===== src/rtl/pad_qual_pkg.sv =====
package pad_qual_pkg;

    typedef enum logic [1:0] {
        QM_SYNC  = 2'b00,
        QM_Q3    = 2'b01,
        QM_Q6    = 2'b10,
        QM_ASYNC = 2'b11
    } qual_mode_e;

    localparam int unsigned SHORT_RUN = 3;
    localparam int unsigned LONG_RUN  = 6;
    localparam int unsigned RUN_W     = $clog2(LONG_RUN + 1);

    typedef logic [RUN_W-1:0] run_t;

    typedef struct packed {
        qual_mode_e mode;
        logic       level;
        run_t       run;
    } filt_state_t;

    function automatic logic is_filtered(input qual_mode_e m);
        return (m == QM_Q3) || (m == QM_Q6);
    endfunction

    function automatic run_t run_target(input qual_mode_e m);
        return (m == QM_Q6) ? run_t'(LONG_RUN) : run_t'(SHORT_RUN);
    endfunction

endpackage


===== src/rtl/pad_qual_sync.sv =====
module pad_qual_sync #(
    parameter int unsigned STAGES = 2
) (
    input  logic clk,
    input  logic rst,
    input  logic d,
    output logic q
);
    localparam int unsigned WARM_W = $clog2(STAGES + 1);

    logic [STAGES-1:0] chain;

    generate
        for (genvar i = 0; i < STAGES; i++) begin : g_stage
            if (i == 0) begin : g_first
                always_ff @(posedge clk) begin
                    if (rst) chain[0] <= 1'b0;
                    else     chain[0] <= d;
                end
            end else begin : g_next
                always_ff @(posedge clk) begin
                    if (rst) chain[i] <= 1'b0;
                    else     chain[i] <= chain[i-1];
                end
            end
        end
    endgenerate

    assign q = chain[STAGES-1];

    // warm-up counter so the delay check never looks back into reset
    logic [WARM_W-1:0] warm;
    always_ff @(posedge clk) begin
        if (rst)                      warm <= '0;
        else if (warm != WARM_W'(STAGES)) warm <= warm + 1'b1;
    end

    generate
        if (STAGES == 2) begin : g_chk2
            a_r2_two_stage_delay: assert property (@(posedge clk) disable iff (rst)
                (warm == WARM_W'(STAGES)) |-> (q == $past(d, 2)));
        end
    endgenerate

endmodule


===== src/rtl/pad_qual_tick.sv =====
module pad_qual_tick #(
    parameter int unsigned PERIOD_W = 8
) (
    input  logic                clk,
    input  logic                rst,
    input  logic [PERIOD_W-1:0] period,
    output logic                tick
);
    logic [PERIOD_W-1:0] cnt;

    // >= so that lowering the period mid-count wraps at once
    assign tick = (cnt >= period);

    always_ff @(posedge clk) begin
        if (rst)       cnt <= '0;
        else if (tick) cnt <= '0;
        else           cnt <= cnt + 1'b1;
    end

    a_r6_zero_period_every_clock: assert property (@(posedge clk) disable iff (rst)
        (period == '0) |-> tick);

    a_r6_no_back_to_back: assert property (@(posedge clk) disable iff (rst)
        ($past(tick) && !$past(rst) && (period != '0) && $stable(period)) |-> !tick);

endmodule


===== src/rtl/pad_qual_core.sv =====
module pad_qual_core
    import pad_qual_pkg::*;
(
    input  logic       clk,
    input  logic       rst,
    input  logic       tick,
    input  logic       sample,
    input  qual_mode_e mode_req,
    output qual_mode_e mode_act,
    output logic       level
);
    filt_state_t st_q, st_d;
    run_t        target;
    run_t        run_inc;

    assign target  = run_target(st_q.mode);
    assign run_inc = st_q.run + 1'b1;

    always_comb begin
        st_d = st_q;
        if (tick) begin
            if (mode_req != st_q.mode) begin
                st_d.mode = mode_req;
                st_d.run  = '0;
            end else if (!is_filtered(st_q.mode)) begin
                st_d.level = sample;
                st_d.run   = '0;
            end else if (sample == st_q.level) begin
                st_d.run = '0;
            end else if (run_inc == target) begin
                st_d.level = sample;
                st_d.run   = '0;
            end else begin
                st_d.run = run_inc;
            end
        end
    end

    always_ff @(posedge clk) begin
        if (rst) st_q <= '{mode: QM_SYNC, level: 1'b0, run: '0};
        else     st_q <= st_d;
    end

    assign mode_act = st_q.mode;
    assign level    = st_q.level;

    a_r3_level_moves_on_tick: assert property (@(posedge clk) disable iff (rst)
        (st_q.level != $past(st_q.level)) |-> ($past(tick) && !$past(rst)));

    a_r4_run_below_target: assert property (@(posedge clk) disable iff (rst)
        is_filtered(st_q.mode) |-> (st_q.run < target));

    a_r7_run_steps_by_one: assert property (@(posedge clk) disable iff (rst)
        (st_q.run > $past(st_q.run)) |-> (st_q.run == $past(st_q.run) + 1'b1));

    a_r8_switch_holds_level: assert property (@(posedge clk) disable iff (rst)
        ($past(tick) && !$past(rst) && ($past(mode_req) != $past(st_q.mode)))
            |-> ((st_q.level == $past(st_q.level)) && (st_q.run == '0)));

endmodule


===== src/rtl/pad_qual_filter.sv =====
module pad_qual_filter
    import pad_qual_pkg::*;
#(
    parameter int unsigned PERIOD_W    = 8,
    parameter int unsigned SYNC_STAGES = 2
) (
    input  logic                clk,
    input  logic                rst,
    input  logic                pad_raw,
    input  logic [1:0]          qual_mode,
    input  logic                inv_sel,
    input  logic [PERIOD_W-1:0] sample_period,
    output logic                pad_qual
);
    logic       pad_sync;
    logic       tick;
    logic       filt_level;
    qual_mode_e mode_act;
    logic       selected;

    pad_qual_sync #(.STAGES(SYNC_STAGES)) u_sync (
        .clk (clk),
        .rst (rst),
        .d   (pad_raw),
        .q   (pad_sync)
    );

    pad_qual_tick #(.PERIOD_W(PERIOD_W)) u_tick (
        .clk    (clk),
        .rst    (rst),
        .period (sample_period),
        .tick   (tick)
    );

    pad_qual_core u_core (
        .clk      (clk),
        .rst      (rst),
        .tick     (tick),
        .sample   (pad_sync),
        .mode_req (qual_mode_e'(qual_mode)),
        .mode_act (mode_act),
        .level    (filt_level)
    );

    always_comb begin
        unique case (mode_act)
            QM_SYNC:  selected = pad_sync;
            QM_ASYNC: selected = pad_raw;
            default:  selected = filt_level;
        endcase
    end

    assign pad_qual = selected ^ inv_sel;

    a_r5_async_follows_pad: assert property (@(posedge clk) disable iff (rst)
        (mode_act == QM_ASYNC) |-> (pad_qual == (pad_raw ^ inv_sel)));

    a_r9_invert_flips_sync: assert property (@(posedge clk) disable iff (rst)
        (mode_act == QM_SYNC) |-> (pad_qual == (pad_sync ^ inv_sel)));

endmodule


===== config.mk =====
export PLATFORM = sky130hd
export DESIGN_NAME = pad_qual_filter
export DESIGN_NICKNAME = d
export VERILOG_FILES = /design/src/rtl/pad_qual_pkg.sv /design/src/rtl/pad_qual_sync.sv /design/src/rtl/pad_qual_tick.sv /design/src/rtl/pad_qual_core.sv /design/src/rtl/pad_qual_filter.sv
export SDC_FILE = /design/constraint.sdc
export NUM_CORES = 1
export LEC_CHECK = 0
export CORE_AREA = 2 2 47 49
export DETAILED_ROUTE_END_ITERATION = 8
export DIE_AREA = 0 0 49 51
export GPL_TIMING_DRIVEN = 0
export HOLD_SLACK_MARGIN = 0.03
export PLACE_DENSITY = 0.76
export SKIP_CTS_REPAIR_TIMING = 1
export SLEW_MARGIN = 20
export SYNTH_ARGS = -nofsm -noshare
export SYNTH_HDL_FRONTEND = slang
export SYNTH_HIERARCHICAL = 1
export SYNTH_SLANG_ARGS = --single-unit

===== constraint.sdc =====
create_clock -name clk -period 3.1 [get_ports clk]
set_input_delay 0.62 -clock clk [delete_from_list [all_inputs] [get_ports clk]]
set_output_delay 0.62 -clock clk [all_outputs]
set_load 0.05 [all_outputs]

==> summary.md <==
| Metric | Value |
|---|---|
| Flops & latches, synth | `16` |
| Wire per inst | `11.2 um` |
| Crit path max fanout | `2` |
| Yosys warns | `6` |
| Worst setup margin | `0.180 ns` |
| Skew-Pair Late Insertion Delay | `0.28 ns` |
| Tot GR Track Use | `15.5%` |
| Worst relative slew slack | `64.7%` |
| DRT Pass-1 Iters | `4` |
| Setup Viol. Count Final | `0` |
| CTS tree | `yes` |
| Row count | `17` |
| Total number of vias | `761` |
| Final net count | `154` |
| Sequential area share after synthesis | `31.8%` |
| Flop2flop setup slack | `0.79 ns` |
| Post-Place Cells | `150` |
| Highest-count cells in the layout ignoring fill and taps | `16 x dfxtp_1, 15 x inv_1, 14 x clkdlybuf4s50_1, 14 x nor2_1, 13 x ha_1` |
| GPL Wtd Cong | `0.776` |
| Worst Tran Pin Value | `0.527 ns` |
| Clock slew at reported path FFs | `0.09 ns` |
| Post-DRT Antenna Nets | `0` |
| Initial core utilization | `48.8%` |
| Hold slack | `0.456 ns` |
| Layout fillers | `202` |
| Synth cell types | `29` |
| DRC viols | `0` |
| VDD IR max | `0.309 mV` |
| P_leak | `0.567 nW` |
| WL final | `1.72 mm` |
| Clock buffer count from CTS | `3` |
| Fin cells | `154` |
| Status | `complete, no violations` |
| Total I/O pin count | `15` |
| Most common cell after layout, fill and taps aside | `dfxtp_1` |
| First-pass GRT wire length | `2.98 mm` |
| Pin count of the biggest net entering global routing | `11` |
| Hold Path Class | `reg2reg` |
| Worst Setup Path Type | `in2out` |
| Final Hold Vio Count | `0` |
| Clk sink count | `16` |
| Placement Setup Slack | `-0.201 ns` |
| Clk_skew | `0.00227 ns` |
| Share of cells above drive strength 1 | `12.7%` |
| Synth Cell Area | `1010 sq um` |
| Fin crit period | `2.92 ns` |
| Die X | `49 um` |
| Period utilisation layout | `94.2%` |
| Crit path required time | `2.48 ns` |
| Total grt overflow | `0` |
| H-tree depth | `1` |
| CP startpoint kind | `input pin` |
| Mean post-synth cell area | `9.31 sq um` |
| PwrDens | `344 nW/um^2` |
| Vias in the first global route | `796` |
| Syn Inst Count | `108` |
| Initial antenna violation count | `0` |
| Area growth syn-to-layout | `21.5%` |
| Fmax | `342 MHz` |
| Input/output buffers | `14` |
| CTS max path bufs | `2` |
| Net Count, Synth | `135` |
| Number of DRC markers in iteration 0 | `14` |
| Max Cap Viol | `0` |
| CP arrival | `2.30 ns` |
| CP endpoint kind | `output pin` |
| Die area | `2500 sq um` |
| Final Slew Violations | `0` |
| RSZ-0062 raised after global routing | `no` |
| Post-Route Utilization | `59.2%` |
| Hpwl dp | `1.42 mm` |
| Die Height | `51 um` |
| Routed vias/inst | `4.94` |
| Total design power | `0.420 mW` |
| Core area | `2060 sq um` |
| Clock root buffer | `clkbuf_4` |
| Antenna Cells | `0` |
## worst paths after layout
check        depth (start not counted)                     endpoint                        from
max                                  5                     pad_qual                     pad_raw
min                                  1          u_sync/q$_SDFF_PP0_  u_sync/chain[0]$_SDFF_PP0_
max reg2reg                          7  u_core/st_q[1]$_SDFFE_PP0P_    u_tick/cnt[2]$_SDFF_PP0_
min reg2reg                          1          u_sync/q$_SDFF_PP0_  u_sync/chain[0]$_SDFF_PP0_
## state kept, by name (all words and copies together) (netlist names)
signal / count
u_sync/chain: 1
u_core/level: 1
u_core/st_q: 3
u_sync/q: 1
u_core/mode_act: 2
u_tick/cnt: 8
## layout make-up
cell class | count | area [sq um] | share of cell area [%]
timing repair buffer | 14 | 140 | 11.5
clock buffer | 4 | 36.3 | 2.97
tap | 28 | 35.0 | 2.87
buffer | 2 | 15.0 | 1.23
inverter | 15 | 56.3 | 4.61
multi-input combinational | 75 | 619 | 50.7
sequential | 16 | 320 | 26.2
## power by group
part / internal [mW] / switching (mW) / total (mW)
combinational: 0.0373 / 0.0342 / 0.0715
sequential: 0.211 / 0.00449 / 0.215
clock: 0.0714 / 0.0626 / 0.134
## cells by family (layout without fill, tap and decap cells)
family	Yosys count	in the layout	synth area share, %
flip-flops	16	16	31.8
AND/OR/NAND/NOR	34	34	18.3
buffers and inverters	17	35	7.09
XOR/XNOR	11	11	9.58
multiplexers	4	4	3.98
AO/OA/AOI/OAI	13	13	13.1
adder cells (fa/ha/maj)	13	13	16.2
## metrics by stage
stage | TNS [ns] | instance area, sq um
after floorplan | 0 | 1010
after global placement | -0.283 | 1180
after detailed placement | -0.636 | 1180
after CTS | 0 | 1220
after global routing | 0 | 1220
final | 0 | 1220
## synth_stat cells, drive strengths merged
| cell type | count | area share (%) |
|---|---|---|
| a21o | 2 | 1.6 |
| a21oi | 4 | 3.1 |
| a22o | 1 | 1.0 |
| a22oi | 1 | 1.2 |
| a32o | 1 | 1.1 |
| and3 | 2 | 1.2 |
| buf | 2 | 1.5 |
| dfxtp | 16 | 32 |
| ha | 13 | 16 |
| inv | 15 | 5.6 |
| mux2i | 4 | 4.0 |
| nand2 | 5 | 1.9 |
| nand2b | 1 | 0.62 |
| nand3 | 4 | 2.0 |
| nor2 | 14 | 5.2 |
| nor2b | 2 | 1.2 |
| nor3 | 1 | 0.50 |
| nor3b | 2 | 1.5 |
| nor4b | 1 | 2.4 |
| o21a | 1 | 0.75 |
| o21ai | 1 | 0.87 |
| o311ai | 1 | 2.6 |
| o31ai | 1 | 0.75 |
| or3 | 1 | 0.62 |
| or4 | 1 | 1.1 |
| xnor2 | 8 | 7.0 |
| xor2 | 3 | 2.6 |
## routing by layer
| layer | global-route usage (%) | part of all wire, % | up-vias |
|---|---|---|---|
| li1 | - | - | 392 |
| met1 | 15.0 | 42 | 353 |
| met2 | 30.8 | 54 | 14 |
| met3 | 3.22 | 3.0 | 2 |
| met4 | 8.10 | 1.1 | 0 |
| met5 | 0 | 0 | - |
## critical path, cell delays in order
cell and delay, ns:
clkdlybuf4s50_1 0.50, a22oi_2 0.09, o21ai_2 0.12, xor2_1 0.15, clkdlybuf4s50_1 0.81
Power figures use the tool's default switching activity.
